File: src/rtl/bcd_rtc.sv
module bcd_rtc (
  input  logic       clk,
  input  logic       rst_n,
  input  logic       tick,
  input  logic [4:0] addr,
  input  logic [7:0] wdata,
  input  logic       wr,
  input  logic       rd,
  output logic [7:0] rdata,
  output logic       irq
);
  localparam logic [4:0] A_ALM  = 5'd7;
  localparam logic [4:0] A_CTRL = 5'd13;
  localparam logic [4:0] A_STAT = 5'd14;
  localparam logic [4:0] A_IEN  = 5'd15;

  logic [6:0][7:0] tm, sh, nx;
  logic [5:0][7:0] al;
  logic [5:0]      st, st_set, st_nx;
  logic [3:0]      ien;
  logic            run;
  logic [7:0]      rmux, dim;
  logic            leap, c0, c1, c2, c3, c4, amatch, step;

  function automatic logic [7:0] inc(input logic [7:0] v);
    return (v[3:0] == 4'd9) ? {v[7:4] + 4'd1, 4'd0} : {v[7:4], v[3:0] + 4'd1};
  endfunction

  assign step = run & tick;
  assign leap = tm[5][4] ? (tm[5][3:0] == 4'd2 || tm[5][3:0] == 4'd6)
                         : (tm[5][3:0] == 4'd0 || tm[5][3:0] == 4'd4 || tm[5][3:0] == 4'd8);

  always_comb begin
    case (tm[4])
      8'h02:                      dim = leap ? 8'h29 : 8'h28;
      8'h04, 8'h06, 8'h09, 8'h11: dim = 8'h30;
      default:                    dim = 8'h31;
    endcase
  end

  assign c0 = tm[0] == 8'h59;
  assign c1 = c0 && tm[1] == 8'h59;
  assign c2 = c1 && tm[2] == 8'h23;
  assign c3 = c2 && tm[3] == dim;
  assign c4 = c3 && tm[4] == 8'h12;

  always_comb begin
    nx[0] = c0 ? 8'h00 : inc(tm[0]);
    nx[1] = c0 ? ((tm[1] == 8'h59) ? 8'h00 : inc(tm[1])) : tm[1];
    nx[2] = c1 ? ((tm[2] == 8'h23) ? 8'h00 : inc(tm[2])) : tm[2];
    nx[3] = c2 ? ((tm[3] == dim) ? 8'h01 : inc(tm[3])) : tm[3];
    nx[4] = c3 ? ((tm[4] == 8'h12) ? 8'h01 : inc(tm[4])) : tm[4];
    nx[5] = c4 ? ((tm[5] == 8'h99) ? 8'h00 : inc(tm[5])) : tm[5];
    nx[6] = c2 ? ((tm[6] == 8'h06) ? 8'h00 : tm[6] + 8'h01) : tm[6];
  end

  assign amatch = (nx[5:0] == al);
  assign st_set = step ? {1'b0, amatch, c2, c1, c0, 1'b1} : 6'b0;
  assign st_nx  = ((wr && addr == A_STAT) ? (st & ~wdata[7:2]) : st) | st_set;

  always_comb begin
    rmux = 8'h00;
    for (int i = 0; i < 7; i++)
      if (addr == 5'(i)) rmux = sh[i];
    for (int i = 0; i < 6; i++)
      if (addr == A_ALM + 5'(i)) rmux = al[i];
    if (addr == A_CTRL) rmux = {7'd0, run};
    if (addr == A_STAT) rmux = {st, run, 1'b0};
    if (addr == A_IEN)  rmux = {4'd0, ien};
  end

  always_ff @(posedge clk) begin
    if (!rst_n) begin
      tm    <= {8'h00, 8'h00, 8'h01, 8'h01, 8'h00, 8'h00, 8'h00};
      sh    <= {8'h00, 8'h00, 8'h01, 8'h01, 8'h00, 8'h00, 8'h00};
      al    <= '0;
      st    <= 6'b100000;
      ien   <= '0;
      run   <= 1'b0;
      rdata <= '0;
    end else begin
      for (int i = 0; i < 7; i++) begin
        if (wr && addr == 5'(i)) tm[i] <= wdata;
        else if (step)           tm[i] <= nx[i];
      end
      for (int i = 0; i < 6; i++)
        if (wr && addr == A_ALM + 5'(i)) al[i] <= wdata;
      if (wr && addr == A_CTRL) begin
        run <= wdata[0];
        if (wdata[6]) sh <= tm;
      end
      if (wr && addr == A_IEN) ien <= wdata[3:0];
      st <= st_nx;
      if (rd) rdata <= rmux;
    end
  end

  assign irq = (st[4] & ien[3]) | (ien[2] & st[ien[1:0]]);

  a_r3_frozen: assert property (@(posedge clk) disable iff (!rst_n)
    (!run && !wr) |=> $stable(tm));
  a_r4_second_moves: assert property (@(posedge clk) disable iff (!rst_n)
    (step && !wr && tm[0] != 8'h59) |=> (tm[0] != $past(tm[0])));
  a_r7_snapshot: assert property (@(posedge clk) disable iff (!rst_n)
    (wr && addr == A_CTRL && wdata[6]) |=> (sh == $past(tm)));
  a_r10_alarm_sticky: assert property (@(posedge clk) disable iff (!rst_n)
    (st[4] && !(wr && addr == A_STAT && wdata[6])) |=> st[4]);
  a_r11_powerup_clear: assert property (@(posedge clk) disable iff (!rst_n)
    $fell(st[5]) |-> $past(wr && addr == A_STAT && wdata[7]));
  a_r12_alarm_irq: assert property (@(posedge clk) disable iff (!rst_n)
    (st[4] && ien[3]) |-> irq);
endmodule

File: config.mk
export PLATFORM = sky130hd
export DESIGN_NAME = bcd_rtc
export DESIGN_NICKNAME = d
export VERILOG_FILES = /design/src/rtl/bcd_rtc.sv
export SDC_FILE = /design/constraint.sdc
export NUM_CORES = 1
export LEC_CHECK = 0
export ABC_CLOCK_PERIOD_IN_PS = 3000
export BUFFER_PORTS_ARGS = -buffer_cell sky130_fd_sc_hd__clkbuf_2
export CAP_MARGIN = 0
export CORE_MARGIN = 3
export CORE_UTILIZATION = 35
export DETAILED_ROUTE_END_ITERATION = 7
export SLEW_MARGIN = 20
export SYNTH_ARGS = -nofsm -noshare
export SYNTH_HDL_FRONTEND = slang
export SYNTH_SLANG_ARGS = --single-unit
File: constraint.sdc
create_clock -name clk -period 3 [get_ports clk]
set_input_delay 0.15 -clock clk [delete_from_list [all_inputs] [get_ports clk]]
set_output_delay 0.15 -clock clk [all_outputs]
set_load 0.01 [all_outputs]
# == Yosys cells after proc, flatten, opt, wreduce, memory -nomap -nowiden ==
# Cells that the tools add are included.
# totals
elab_cells,175
input_bits,18
out_inout_bits,9
regBits,179
# op_classes
addsub,13
n_reduce_logical,36
bitwise,7
n_mux,56
eq_ne,38
order_cmp,1
# ops
operator,count
2-to-1 mux 8 bit,49
"adder 4 x 1 -> 4 bit, second input constant",12
== test 48 bit,1
"== test 5 x 4 -> 1 bit, second input constant",8
"== test 4 bit, second input constant",7
"== test 8 x 3 -> 1 bit, second input constant",3
"== test 5 x 3 -> 1 bit, second input constant",4
logical AND 1 bit,20
"== test 8 x 5 -> 1 bit, second input constant",2
"== test 8 x 7 -> 1 bit, second input constant",2
nonzero test 2 bit,8
"== test 5 x 2 -> 1 bit, second input constant",2
case mux 5 bit (2 select lines),1
"adder 8 x 1 -> 8 bit, second input constant",1
"== test 4 x 3 -> 1 bit, second input constant",2
"== test 8 x 2 -> 1 bit, second input constant",1
"== test 8 x 4 -> 1 bit, second input constant",1
"== test 8 x 6 -> 1 bit, second input constant",1
== test 8 bit,1
"== test 8 bit, second input constant",1
bitwise AND 6 bit,1
2-to-1 mux 6 bit,1
NOT 6 bit,1
OR 6 x 5 -> 6 bit,1
other kinds (13),20

# == Depth between registers and ports, before layout ==
# Gate-level depths: netlist (run 1).
# logic_depth
ltp_word,17
depth_mapped,13
depth_no_buf,11

# == Least setup slack after synthesis (run 1) ==
# OpenSTA, ideal clock, no wires.
# synth_path
kind,reg-to-reg
start,register tm[36] (netlist bit)
end,register st[4]
synth_period_minus_slack_ps,3206
setup_time_ps,87
setup_slack_ps,-206
path_stages_with_launch,13
n_path_buf,1
required_time_ps,2913
arrival_time_ps,3119
cell_sequence,dfxtp_1 -> clkbuf_1 -> inv_1 -> ha_1 -> nand2b_1 -> o32ai_1 -> nand4_1 -> a2111oi_4 -> mux2_2 -> xor2_1 -> a2111oi_1 -> nand4_1 -> o31ai_1
# synth_between
elab_chain_len,10
word_cells_on_any_way,21
classes_between,add/sub: 1; eq/ne: 8; mux: 8; bitwise: 1; reduce/logical: 3
# synth_rtl
element,line,rtl
"start, declared",17,"logic [6:0][7:0] tm, sh, nx;"
"start signal, assigned",74,"tm <= {8'h00, 8'h00, 8'h01, 8'h01, 8'h00, 8'h00, 8'h00};"
"start signal, assigned by index",83,if (wr && addr == 5'(i)) tm[i] <= wdata;
"start signal, assigned by index",84,else if (step) tm[i] <= nx[i];
"== test 8 x 3 -> 1 bit, or another cell as far along",34,case (tm[4])
OR reduction 4 bit,34,
case mux 5 bit (2 select lines),34,
== test 8 bit,"44, 51",
logical AND 1 bit,44,assign c3 = c2 && tm[3] == dim;
logical AND 1 bit,45,assign c4 = c3 && tm[4] == 8'h12;
2-to-1 mux 8 bit,53,nx[5] = c4 ? ((tm[5] == 8'h99) ? 8'h00 : inc(tm[5])) : tm[5];
== test 48 bit (*),57,assign amatch = (nx[5:0] == al);
2-to-1 mux 5 bit (*),58,"assign st_set = step ? {1'b0, amatch, c2, c1, c0, 1'b1} : 6'b0;"
OR 6 x 5 -> 6 bit (*),59,assign st_nx = ((wr && addr == A_STAT) ? (st & ~wdata[7:2]) : st) | st_set;
"end signal, assigned",93,st <= st_nx;
"end, declared",19,"logic [5:0] st, st_set, st_nx;"
# Every way passes the cells marked *; elsewhere a longest branch is shown, timed or not.
# A chain may end at the register's enable or synchronous reset.

# == Worst setup path after layout (run 1) ==
# layout_path
start,register tm[22] (netlist bit)
end,register st[4]
# layout_between
elab_chain_len,8
word_cells_on_any_way,14
classes_between,add/sub: 1; eq/ne: 2; mux: 7; bitwise: 1; reduce/logical: 3
# layout_rtl
element,line
"parallel branches: the longest is 5 deep, another holds adder 4 x 1 -> 4 bit",--
== test 48 bit (*),57
2-to-1 mux 5 bit (*),58
OR 6 x 5 -> 6 bit (*),59
# Mark *: on every way between the ends.

==> flow_summary.html, run 1 <==
<table>
<tr><th>Metric</th><th>Value</th></tr>
<tr><th colspan="2">Status</th></tr>
<tr><td>Failing checks</td><td>negative setup slack</td></tr>
<tr><td>Run status</td><td>finished with violations</td></tr>
<tr><th colspan="2">Clock tree</th></tr>
<tr><td>Post-CTS Hold Buffers</td><td>0</td></tr>
<tr><td>Clock buffer count from CTS</td><td>17</td></tr>
<tr><td>TritonCTS clock tree</td><td>built</td></tr>
<tr><td>Clk slew on worst S/H paths</td><td>0.08 ns</td></tr>
<tr><td>Root Buffer Master</td><td>clkbuf_16</td></tr>
<tr><td>Clock insertion delay at the later pin of the skew report</td><td>0.44 ns</td></tr>
<tr><td>Clk sinks</td><td>179</td></tr>
<tr><td>Depth of the CTS H-tree</td><td>4</td></tr>
<tr><td>CTS max path bufs</td><td>2</td></tr>
<tr><th colspan="2">Place</th></tr>
<tr><td>Number of placed instances, taps included</td><td>1,946</td></tr>
<tr><td>Pre-CTS worst setup slack</td><td>-0.228 ns</td></tr>
<tr><td>DPL Wire Length</td><td>30,900 um</td></tr>
<tr><td>Placer's final routability congestion estimate</td><td>0.957</td></tr>
<tr><td>Port bufs</td><td>26</td></tr>
<tr><th colspan="2">Floorplanning</th></tr>
<tr><td>Die Span Y</td><td>182 um</td></tr>
<tr><td>Core ar.</td><td>30,100 sq um</td></tr>
<tr><td>Row cnt</td><td>63</td></tr>
<tr><td>Chip Width</td><td>182 um</td></tr>
<tr><td>Starting utilization of the core area</td><td>36.1%</td></tr>
<tr><td>Top-level port count</td><td>27</td></tr>
<tr><td>Full die area</td><td>33,200 sq um</td></tr>
<tr><th colspan="2">Global route</th></tr>
<tr><td>Largest net degree at the start of global routing</td><td>82</td></tr>
<tr><td>Global routing usage summed across all routing layers</td><td>25.5%</td></tr>
<tr><td>Number of antenna violations at the first check in global routing</td><td>1</td></tr>
<tr><td>Global-route wire length before repair</td><td>66,100 um</td></tr>
<tr><td>Number of global-route vias before repair</td><td>11.0k</td></tr>
<tr><td>Gr ovfl total</td><td>0</td></tr>
<tr><th colspan="2">Synth</th></tr>
<tr><td>Number of distinct library cell variants in the gate-level netlist after synthesis</td><td>87</td></tr>
<tr><td>Gate count after technology mapping</td><td>1,473</td></tr>
<tr><td>Syn_nets</td><td>1,511</td></tr>
<tr><td>Adder and majority cell fraction of the synthesized area</td><td>2.30%</td></tr>
<tr><td>Mean post-synth cell area</td><td>7.38 sq um</td></tr>
<tr><td>Synth Cell Area</td><td>10,900 sq um</td></tr>
<tr><td>Count of flip-flops with a built-in enable after synthesis</td><td>0</td></tr>
<tr><td>Number of storage elements in the synthesis netlist</td><td>179</td></tr>
<tr><td>Fraction of post-synthesis cell area in the top cell type by area</td><td>33.0%</td></tr>
<tr><td>Warnings, synthesis</td><td>0</td></tr>
<tr><td>Area share of xor/xnor cells in the synthesized design</td><td>4.59%</td></tr>
<tr><td>Complex-gate fraction of the synthesized area</td><td>25.5%</td></tr>
<tr><td>Main area contributors after synthesis</td><td>dfxtp_1 (33%), nand2_1 (8.9%), a21oi_1 (7.1%), nand3_1 (4.1%), o21ai_0 (4.0%)</td></tr>
<tr><td>Proportion of synthesized area in mux cells</td><td>2.55%</td></tr>
<tr><td>Cell type with the largest total area after synthesis</td><td>dfxtp_1</td></tr>
<tr><td>Most frequently used flop master after synthesis</td><td>dfxtp_1</td></tr>
<tr><td>Largest family of logic cells by synthesized area</td><td>simple AND/OR/NAND/NOR gates</td></tr>
<tr><td>Share of synthesized area occupied by flip-flops and latches</td><td>33.0%</td></tr>
<tr><td>Ys async rst share</td><td>0%</td></tr>
<tr><td>Simple-gate area share of the yosys netlist</td><td>27.1%</td></tr>
<tr><th colspan="2">STA</th></tr>
<tr><td>Endpoints failing setup</td><td>1</td></tr>
<tr><td>RSZ-0062 raised after global routing</td><td>true</td></tr>
<tr><td>Minimum period implied by the final worst setup slack</td><td>3.04 ns</td></tr>
<tr><td>Slew margin rel.</td><td>37.2%</td></tr>
<tr><td>Fin worst setup slack</td><td>-0.0392 ns</td></tr>
<tr><td>Clk_skew</td><td>0.0123 ns</td></tr>
<tr><td>Maximum clock frequency</td><td>329 MHz</td></tr>
<tr><td>Final hold vios</td><td>0</td></tr>
<tr><td>Fraction of the cycle the final worst path needs</td><td>101%</td></tr>
<tr><td>Final Slew Violations</td><td>0</td></tr>
<tr><td>Measured slew at the worst slew-check pin</td><td>0.942 ns</td></tr>
<tr><th colspan="2">Layout</th></tr>
<tr><td>Post-layout util</td><td>44.5%</td></tr>
<tr><td>Growth of design area from synthesis to finish</td><td>23.2%</td></tr>
<tr><td>Count of fill cells added during filler insertion</td><td>3,038</td></tr>
<tr><td>Final cell count without fillers</td><td>1,995</td></tr>
<tr><td>Antenna Diode Count</td><td>0</td></tr>
<tr><td>Share of layout cells above drive strength 1</td><td>20.4%</td></tr>
<tr><td>NumNets Final</td><td>1,630</td></tr>
<tr><td>Most common cell after layout, fill and taps aside</td><td>nand2_1</td></tr>
<tr><td>Multi-input combinational cell area</td><td>7040 sq um</td></tr>
<tr><td>Area taken by flip-flops and latches</td><td>3590 sq um</td></tr>
<tr><td>Most frequent cells in the layout</td><td>nand2_1 (257), buf_4 (183), dfxtp_1 (171), a21oi_1 (153), nor2_1 (112)</td></tr>
<tr><th colspan="2">Pwr</th></tr>
<tr><td>Overall power</td><td>5.14 mW</td></tr>
<tr><td>LEAKAGE</td><td>4.60 nW</td></tr>
<tr><td>Clock power frac</td><td>44.7%</td></tr>
<tr><td>Power per cell area</td><td>384 nW/um^2</td></tr>
<tr><td>Relative contribution of combinational cells to total power</td><td>8.3%</td></tr>
<tr><td>Internal power</td><td>3.72 mW</td></tr>
<tr><td>Switching part of the total</td><td>27.6%</td></tr>
<tr><td>Net Sw Power</td><td>1.42 mW</td></tr>
<tr><td>Portion of total power attributed to sequential cells</td><td>47.0%</td></tr>
<tr><td>Maximum vdd ir drop</td><td>354 uV</td></tr>
<tr><th colspan="2">Critical path</th></tr>
<tr><td>Setup slack of the worst register-to-register path</td><td>-0.04 ns</td></tr>
<tr><td>Setup Crit Path Kind</td><td>flip-flop to flip-flop</td></tr>
<tr><td>Worst setup path end</td><td>st[4]$_SDFF_PN0_</td></tr>
<tr><td>Top fanout value on the critical path</td><td>4</td></tr>
<tr><td>Kind of capture point of the worst setup path</td><td>flip-flop</td></tr>
<tr><td>Start point of the critical path</td><td>tm[22]$_SDFFE_PN0P_</td></tr>
<tr><td>WP data required</td><td>3.36 ns</td></tr>
<tr><td>Number of cell instances on the worst register-to-register path</td><td>14</td></tr>
<tr><td>Worst Setup Start Kind</td><td>flip-flop</td></tr>
<tr><td>Arrival time at the worst endpoint</td><td>3.39 ns</td></tr>
<tr><td>FF-to-FF Start</td><td>tm[22]$_SDFFE_PN0P_</td></tr>
<tr><td>Reg2Reg Capture Point</td><td>st[4]$_SDFF_PN0_</td></tr>
<tr><th colspan="2">Min path</th></tr>
<tr><td>Tightest Hold Check Type</td><td>primary input to flip-flop</td></tr>
<tr><td>Number of cells on the worst hold path</td><td>2</td></tr>
<tr><th colspan="2">Drt</th></tr>
<tr><td>Overall via count from detail_route</td><td>11.9k</td></tr>
<tr><td>Routed len/inst</td><td>21.7 um</td></tr>
<tr><td>Via density per instance</td><td>5.95</td></tr>
<tr><td>Total length of routed wires</td><td>43,300 um</td></tr>
<tr><td>Initial detailed-routing violation count</td><td>1,451</td></tr>
<tr><td>Number of nets still failing antenna checks after routing</td><td>0</td></tr>
<tr><td>Number of iterations in the first detailed-routing pass</td><td>8</td></tr>
<tr><td>Post-route DRC</td><td>0</td></tr>
<tr><th colspan="2">Job</th></tr>
<tr><td>Number of max-capacitance violations reported</td><td>0</td></tr>
</table>
[timing repair]
| item | in CTS | in global routing |
|---|---|---|
| resized for setup | 36 | 28 |
| buffers inserted | 17 | 0 |
| pin swaps | 16 | 17 |
| endpoints found under the setup margin | 1 | 5 |
| hold endpoints to repair | 0 | 0 |
[final cells by class]
type / count / share of cell area, %
inverter: 27 / 0.794
tap: 390 / 3.64
sequential: 179 / 26.8
multi-input combinational: 1152 / 52.5
clock inverter: 14 / 1.19
timing repair buffer: 215 / 11.8
clock buffer: 18 / 3.20
[layer usage]
metal / track usage, % / up-vias / wire (um)
met5: 0 / - / 12
li1: - / 5568 / -
met2: 40.3 / 542 / 19400
met3: 3.77 / 91 / 3530
met1: 35.5 / 5675 / 18700
met4: 8.84 / 2 / 1700
[critical path, stage by stage (launching register included)]
cell	delay, ns
dfxtp_2	0.32
or4_4	0.53
buf_6	0.14
nor2_4	0.08
nand3_2	0.10
buf_6	0.15
a2111oi_4	0.25
buf_4	0.19
buf_6	0.10
buf_4	0.11
o21ai_0	0.11
xor2_1	0.28
o22a_1	0.19
nand4_1	0.14
o31ai_1	0.25
[synthesized netlist by cell type (all sizes together), types with 19 or more instances]
| library cell | instances |
|---|---|
| nor3 | 38 |
| nand3 | 89 |
| clkbuf | 96 |
| nor2 | 114 |
| inv | 27 |
| a211oi | 27 |
| dfxtp | 179 |
| a31oi | 20 |
| xnor2 | 33 |
| a21oi | 155 |
| nand2 | 258 |
| xor2 | 24 |
| o21ai | 87 |
| buf | 19 |
| ha | 20 |
[flip-flops by register name (all words and copies together) (netlist names)]
name / flops
rdata: 8
sh: 56
st: 6
al: 48
ien: 4
tm: 56
run: 1
[kinds of logic after synthesis]
kind of cell	after synthesis
compound gates	431
xor+xnor	57
fa+ha+maj	20
buf+inv	142
flops	179
mux	22
simple gates	622
[per-stage QoR]
| step | hold slack [ns] | TNS, ns | instance area [sq um] |
|---|---|---|---|
| 2_1_floorplan | 0.295 | 0 | 10900 |
| 3_3_place_gp | 0.440 | -0.195 | 12400 |
| 3_5_place_dp | 0.448 | -0.228 | 12400 |
| 4_1_cts | 0.146 | -0.0467 | 13300 |
| 5_1_grt | 0.160 | -0.302 | 13400 |
| 6_report | 0.157 | -0.0392 | 13400 |
[worst min path at each step]
stage / from / endpoint
6_report: rd / rdata[2]$_SDFFE_PN0P_
5_1_grt: wdata[6] / tm[54]$_SDFFE_PN0P_
4_1_cts: wr / al[1]$_SDFFE_PN0P_
3_5_place_dp: st[5]$_SDFFE_PN1P_ / st[5]$_SDFFE_PN1P_
3_3_place_gp: sh[27]$_SDFFE_PN0P_ / sh[27]$_SDFFE_PN0P_
2_1_floorplan: wdata[0] / tm[48]$_SDFFE_PN0P_
[power by group through the flow]
stage / Clock [mW] / Sequential [mW] / Combinational [mW]
floorplan: 0 / 2.47 / 0.226
global placement: 0 / 2.47 / 0.401
detailed placement: 0 / 2.47 / 0.401
CTS: 2.32 / 2.42 / 0.409
global route: 2.41 / 2.42 / 0.452
finish: 2.30 / 2.42 / 0.424
Power figures use the tool's default switching activity.
==> run 2, diff against run 1 <==
- ABC_AREA: unset -> 1
- GPL_TIMING_DRIVEN: unset -> 0
==> run 2 against run 1 <==
Count of clock-buffer cells in the layout grew 1. Non-clock buffer count shrank 130. The flow now finishes without violations. Maximum frequency grew 10%. Sequential share of layout area grew 4.3 points. Core utilization shrank 4.5 points. Cell area shrank 14%. Global-route usage shrank 1.9 points. Via count shrank 8.3%. Routed wire length shrank 14%. Critical path type unchanged. First-iteration DRC count shrank 20%. Flip-flop and latch count is the same.
==> flow_summary.html, run 2 <==
<table>
<tr><th>Metric</th><th>Value</th></tr>
<tr><th colspan="2">Floorplanning</th></tr>
<tr><td>Chip Width</td><td>177 um (was 182 um)</td></tr>
<tr><td>Full die area</td><td>31,500 sq um (was 33,200 sq um)</td></tr>
<tr><td>Core ar.</td><td>28,900 sq um (was 30,100 sq um)</td></tr>
<tr><td>Die Span Y</td><td>177 um (was 182 um)</td></tr>
<tr><td>Top-level port count</td><td>27 (unchanged)</td></tr>
<tr><td>Starting utilization of the core area</td><td>35.6% (was 36.1%)</td></tr>
<tr><td>Row cnt</td><td>62 (was 63)</td></tr>
<tr><th colspan="2">Pwr</th></tr>
<tr><td>Clock power frac</td><td>44.1% (was 44.7%)</td></tr>
<tr><td>LEAKAGE</td><td>4.69 nW (was 4.60 nW)</td></tr>
<tr><td>Portion of total power attributed to sequential cells</td><td>49.6% (was 47.0%)</td></tr>
<tr><td>Power per cell area</td><td>423 nW/um^2 (was 384 nW/um^2)</td></tr>
<tr><td>Internal power</td><td>3.54 mW (was 3.72 mW)</td></tr>
<tr><td>Relative contribution of combinational cells to total power</td><td>6.3% (was 8.3%)</td></tr>
<tr><td>Switching part of the total</td><td>27.3% (was 27.6%)</td></tr>
<tr><td>Overall power</td><td>4.88 mW (was 5.14 mW)</td></tr>
<tr><td>Net Sw Power</td><td>1.33 mW (was 1.42 mW)</td></tr>
<tr><td>Maximum vdd ir drop</td><td>284 uV (was 354 uV)</td></tr>
<tr><th colspan="2">STA</th></tr>
<tr><td>Fraction of the cycle the final worst path needs</td><td>91.9% (was 101%)</td></tr>
<tr><td>Fin worst setup slack</td><td>0.242 ns (was -0.0392 ns)</td></tr>
<tr><td>Final Slew Violations</td><td>0 (unchanged)</td></tr>
<tr><td>Measured slew at the worst slew-check pin</td><td>1.10 ns (was 0.942 ns)</td></tr>
<tr><td>Worst hold-check slack</td><td>0.0280 ns (was 0.157 ns)</td></tr>
<tr><td>Final hold vios</td><td>0 (unchanged)</td></tr>
<tr><td>Slew margin rel.</td><td>26.9% (was 37.2%)</td></tr>
<tr><td>Maximum clock frequency</td><td>363 MHz (was 329 MHz)</td></tr>
<tr><td>Clk_skew</td><td>0.0124 ns (was 0.0123 ns)</td></tr>
<tr><td>Fin Setup TNS</td><td>0 ns (was -0.0392 ns)</td></tr>
<tr><td>Minimum period implied by the final worst setup slack</td><td>2.76 ns (was 3.04 ns)</td></tr>
<tr><td>Endpoints failing setup</td><td>0 (was 1)</td></tr>
<tr><th colspan="2">Global route</th></tr>
<tr><td>Global routing usage summed across all routing layers</td><td>23.6% (was 25.5%)</td></tr>
<tr><td>Global-route wire length before repair</td><td>57,100 um (was 66,100 um)</td></tr>
<tr><td>Number of global-route vias before repair</td><td>9,998 (was 11.0k)</td></tr>
<tr><td>Largest net degree at the start of global routing</td><td>17 (was 82)</td></tr>
<tr><td>Number of antenna violations at the first check in global routing</td><td>2 (was 1)</td></tr>
<tr><td>Gr ovfl total</td><td>0 (unchanged)</td></tr>
<tr><th colspan="2">Clock tree</th></tr>
<tr><td>Clk sinks</td><td>179 (unchanged)</td></tr>
<tr><td>Depth of the CTS H-tree</td><td>4 (unchanged)</td></tr>
<tr><td>CTS max path bufs</td><td>2 (unchanged)</td></tr>
<tr><td>Clock insertion delay at the later pin of the skew report</td><td>0.45 ns (was 0.44 ns)</td></tr>
<tr><td>Post-CTS Hold Buffers</td><td>0 (unchanged)</td></tr>
<tr><td>Root Buffer Master</td><td>clkbuf_16 (unchanged)</td></tr>
<tr><td>Clk slew on worst S/H paths</td><td>0.08 ns (about the same)</td></tr>
<tr><td>Clock buffer count from CTS</td><td>17 (unchanged)</td></tr>
<tr><td>TritonCTS clock tree</td><td>built (unchanged)</td></tr>
<tr><th colspan="2">Critical path</th></tr>
<tr><td>Worst Setup Start Kind</td><td>flip-flop (unchanged)</td></tr>
<tr><td>Critical path buffer and inverter count</td><td>3 (was 5)</td></tr>
<tr><td>Largest incremental delay on the critical path</td><td>0.33 ns (was 0.53 ns)</td></tr>
<tr><td>Top fanout value on the critical path</td><td>7 (was 4)</td></tr>
<tr><td>Master of the slowest instance on the critical path</td><td>dfxtp_1 (was or4_4)</td></tr>
<tr><td>Setup Crit Path Kind</td><td>flip-flop to flip-flop (unchanged)</td></tr>
<tr><td>Cell breakdown of the critical path</td><td>inv_2, ha_1, nand3_2, inv_1, nand2_4, nor2_4, nand3b_1, buf_4, o21ai_0, nor2_1, nand2_1, nand2_1, nor2_1, nand2_1, nor2_1, nand3_1, nor2_2, nand4_1, a21oi_1 (was or4_4, buf_6, nor2_4, nand3_2, buf_6, a2111oi_4, buf_4, buf_6, buf_4, o21ai_0, xor2_1, o22a_1, nand4_1, o31ai_1)</td></tr>
<tr><td>CP top delay family</td><td>simple AND/OR/NAND/NOR gates (unchanged)</td></tr>
<tr><td>Kind of capture point of the worst setup path</td><td>flip-flop (unchanged)</td></tr>
<tr><td>WP data required</td><td>3.37 ns (was 3.36 ns)</td></tr>
<tr><td>Arrival time at the worst endpoint</td><td>3.13 ns (was 3.39 ns)</td></tr>
<tr><th colspan="2">Drt</th></tr>
<tr><td>Initial detailed-routing violation count</td><td>1,166 (was 1,451)</td></tr>
<tr><td>Number of nets still failing antenna checks after routing</td><td>0 (unchanged)</td></tr>
<tr><td>Via density per instance</td><td>5.37 (was 5.95)</td></tr>
<tr><td>Routed len/inst</td><td>18.4 um (was 21.7 um)</td></tr>
<tr><td>Total length of routed wires</td><td>37,300 um (was 43,300 um)</td></tr>
<tr><td>Number of iterations in the first detailed-routing pass</td><td>6 (was 8)</td></tr>
<tr><td>Post-route DRC</td><td>0 (unchanged)</td></tr>
<tr><td>Overall via count from detail_route</td><td>10.9k (was 11.9k)</td></tr>
<tr><th colspan="2">Synth</th></tr>
<tr><td>Mean post-synth cell area</td><td>6.52 sq um (was 7.38 sq um)</td></tr>
<tr><td>Fraction of post-synthesis cell area in the top cell type by area</td><td>34.8% (was 33.0%)</td></tr>
<tr><td>Warnings, synthesis</td><td>0 (unchanged)</td></tr>
<tr><td>Gate count after technology mapping</td><td>1,577 (was 1,473)</td></tr>
<tr><td>Count of flip-flops with a built-in enable after synthesis</td><td>0 (unchanged)</td></tr>
<tr><td>Commonest cells post-synth</td><td>nand2_1 (443), dfxtp_1 (179), inv_1 (174), o21ai_0 (154), a21oi_1 (150) (was nand2_1 (258), dfxtp_1 (179), a21oi_1 (154), nor2_1 (114), clkbuf_1 (96))</td></tr>
<tr><td>Main area contributors after synthesis</td><td>dfxtp_1 (35%), nand2_1 (16%), o21ai_0 (7.5%), a21oi_1 (7.3%), inv_1 (6.3%) (was dfxtp_1 (33%), nand2_1 (8.9%), a21oi_1 (7.1%), nand3_1 (4.1%), o21ai_0 (4.0%))</td></tr>
<tr><td>Count leader, synth</td><td>nand2_1 (unchanged)</td></tr>
<tr><td>Ys async rst share</td><td>0% (unchanged)</td></tr>
<tr><td>Syn_nets</td><td>1,615 (was 1,511)</td></tr>
<tr><td>Most frequently used flop master after synthesis</td><td>dfxtp_1 (unchanged)</td></tr>
<tr><td>Synth Cell Area</td><td>10,300 sq um (was 10,900 sq um)</td></tr>
<tr><td>Share of synthesized area occupied by flip-flops and latches</td><td>34.8% (was 33.0%)</td></tr>
<tr><td>Cell type with the largest total area after synthesis</td><td>dfxtp_1 (unchanged)</td></tr>
<tr><td>Number of storage elements in the synthesis netlist</td><td>179 (unchanged)</td></tr>
<tr><td>Number of distinct library cell variants in the gate-level netlist after synthesis</td><td>42 (was 87)</td></tr>
<tr><th colspan="2">Place</th></tr>
<tr><td>Pre-CTS worst setup slack</td><td>0.0119 ns (was -0.228 ns)</td></tr>
<tr><td>DPL Wire Length</td><td>27,800 um (was 30,900 um)</td></tr>
<tr><td>Placer's final routability congestion estimate</td><td>0.962 (was 0.957)</td></tr>
<tr><td>Port bufs</td><td>24 (was 26)</td></tr>
<tr><th colspan="2">Layout</th></tr>
<tr><td>Post-layout util</td><td>40.0% (was 44.5%)</td></tr>
<tr><td>Growth of design area from synthesis to finish</td><td>12.2% (was 23.2%)</td></tr>
<tr><td>Most common cell after layout, fill and taps aside</td><td>nand2_1 (unchanged)</td></tr>
<tr><td>NumNets Final</td><td>1,667 (was 1,630)</td></tr>
<tr><td>Share of layout cells above drive strength 1</td><td>7.61% (was 20.4%)</td></tr>
<tr><td>Antenna Diode Count</td><td>0 (unchanged)</td></tr>
<tr><td>Count of fill cells added during filler insertion</td><td>3,123 (was 3,038)</td></tr>
<tr><td>Largest registers</td><td>sh: 56 flops, tm: 56 flops, al: 48 flops (unchanged)</td></tr>
<tr><td>Most frequent cells in the layout</td><td>nand2_1 (443), dfxtp_1 (176), inv_1 (173), o21ai_0 (151), a21oi_1 (150) (was nand2_1 (257), buf_4 (183), dfxtp_1 (171), a21oi_1 (153), nor2_1 (112))</td></tr>
<tr><th colspan="2">Job</th></tr>
<tr><td>Number of max-capacitance violations reported</td><td>0 (unchanged)</td></tr>
<tr><th colspan="2">Status</th></tr>
<tr><td>Run status</td><td>finished clean (was finished with violations)</td></tr>
<tr><th colspan="2">Min path</th></tr>
<tr><td>Tightest Hold Check Type</td><td>primary input to flip-flop (unchanged)</td></tr>
</table>
## run 2: worst paths after layout
kind / slack, ns / to / from / depth (start not counted)
worst max-delay path: 0.24 / st[4]$_SDFF_PN0_ / tm[5]$_SDFFE_PN0P_ / 19
worst min-delay path: 0.03 / rdata[5]$_SDFFE_PN0P_ / rd / 3
worst min register to register: 0.46 / sh[29]$_SDFFE_PN0P_ / sh[29]$_SDFFE_PN0P_ / 2
worst max register to register: 0.24 / st[4]$_SDFF_PN0_ / tm[5]$_SDFFE_PN0P_ / 19
## run 2: kinds of logic after synthesis
| group | synth area share, % |
|---|---|
| adders and majority gates | 2.43 |
| DFF | 34.8 |
| muxes | 0.0973 |
| xor gates and xnor gates | 2.72 |
| buffers and inverters | 9.11 |
| and+or+nand+nor | 30.8 |
| AOI/OAI and AO/OA | 20.0 |
## run 2: power by group through the flow
stage | Sequential, mW | Combinational (mW) | Clock (mW)
5_1_grt | 2.42 | 0.332 | 2.26
2_1_floorplan | 2.47 | 0.168 | 0
3_5_place_dp | 2.47 | 0.297 | 0
3_3_place_gp | 2.47 | 0.296 | 0
4_1_cts | 2.42 | 0.298 | 2.16
6_report | 2.42 | 0.308 | 2.15
## run 2: what timing repair did
item,in CTS,in global routing
setup buffers,0,9
endpoints found under the setup margin,1,1
gates resized for setup,1,11
pin swaps,1,7
## run 2: area by class of cell
type | count | area (sq um) | share of cell area [%]
Buffer | 52 | 228 | 1.97
Clock buffer | 19 | 433 | 3.75
Clock inverter | 13 | 104 | 0.900
Inverter | 188 | 713 | 6.18
Multi-Input combinational cell | 1158 | 5790 | 50.2
Sequential cell | 179 | 3590 | 31.1
Tap cell | 384 | 480 | 4.16
Timing Repair Buffer | 33 | 200 | 1.74
## run 2: worst min-delay path, cell delays in order
cell      delay, ns
clkbuf_2       0.14
nand2_1        0.08
a21oi_1        0.05
## run 2: through the flow
step | instances | instance area [sq um]
2_1_floorplan | 1577 | 10300
3_5_place_dp | 1985 | 10900
6_report | 2026 | 11500
3_3_place_gp | 1985 | 10900
5_1_grt | 2026 | 11500
4_1_cts | 2017 | 11400
## run 2: metal layers
layer  routed length (um)  part of all wire [%]  global-route usage (%)  up-vias
met3                 3770                    10                    5.76       79
met2                16000                    43                    35.9      478
met1                16300                    44                    32.6     5009
met4                 1240                   3.3                    7.92        2
li1                     -                     -                       -     5320
met5                   13                 0.035                       0        -
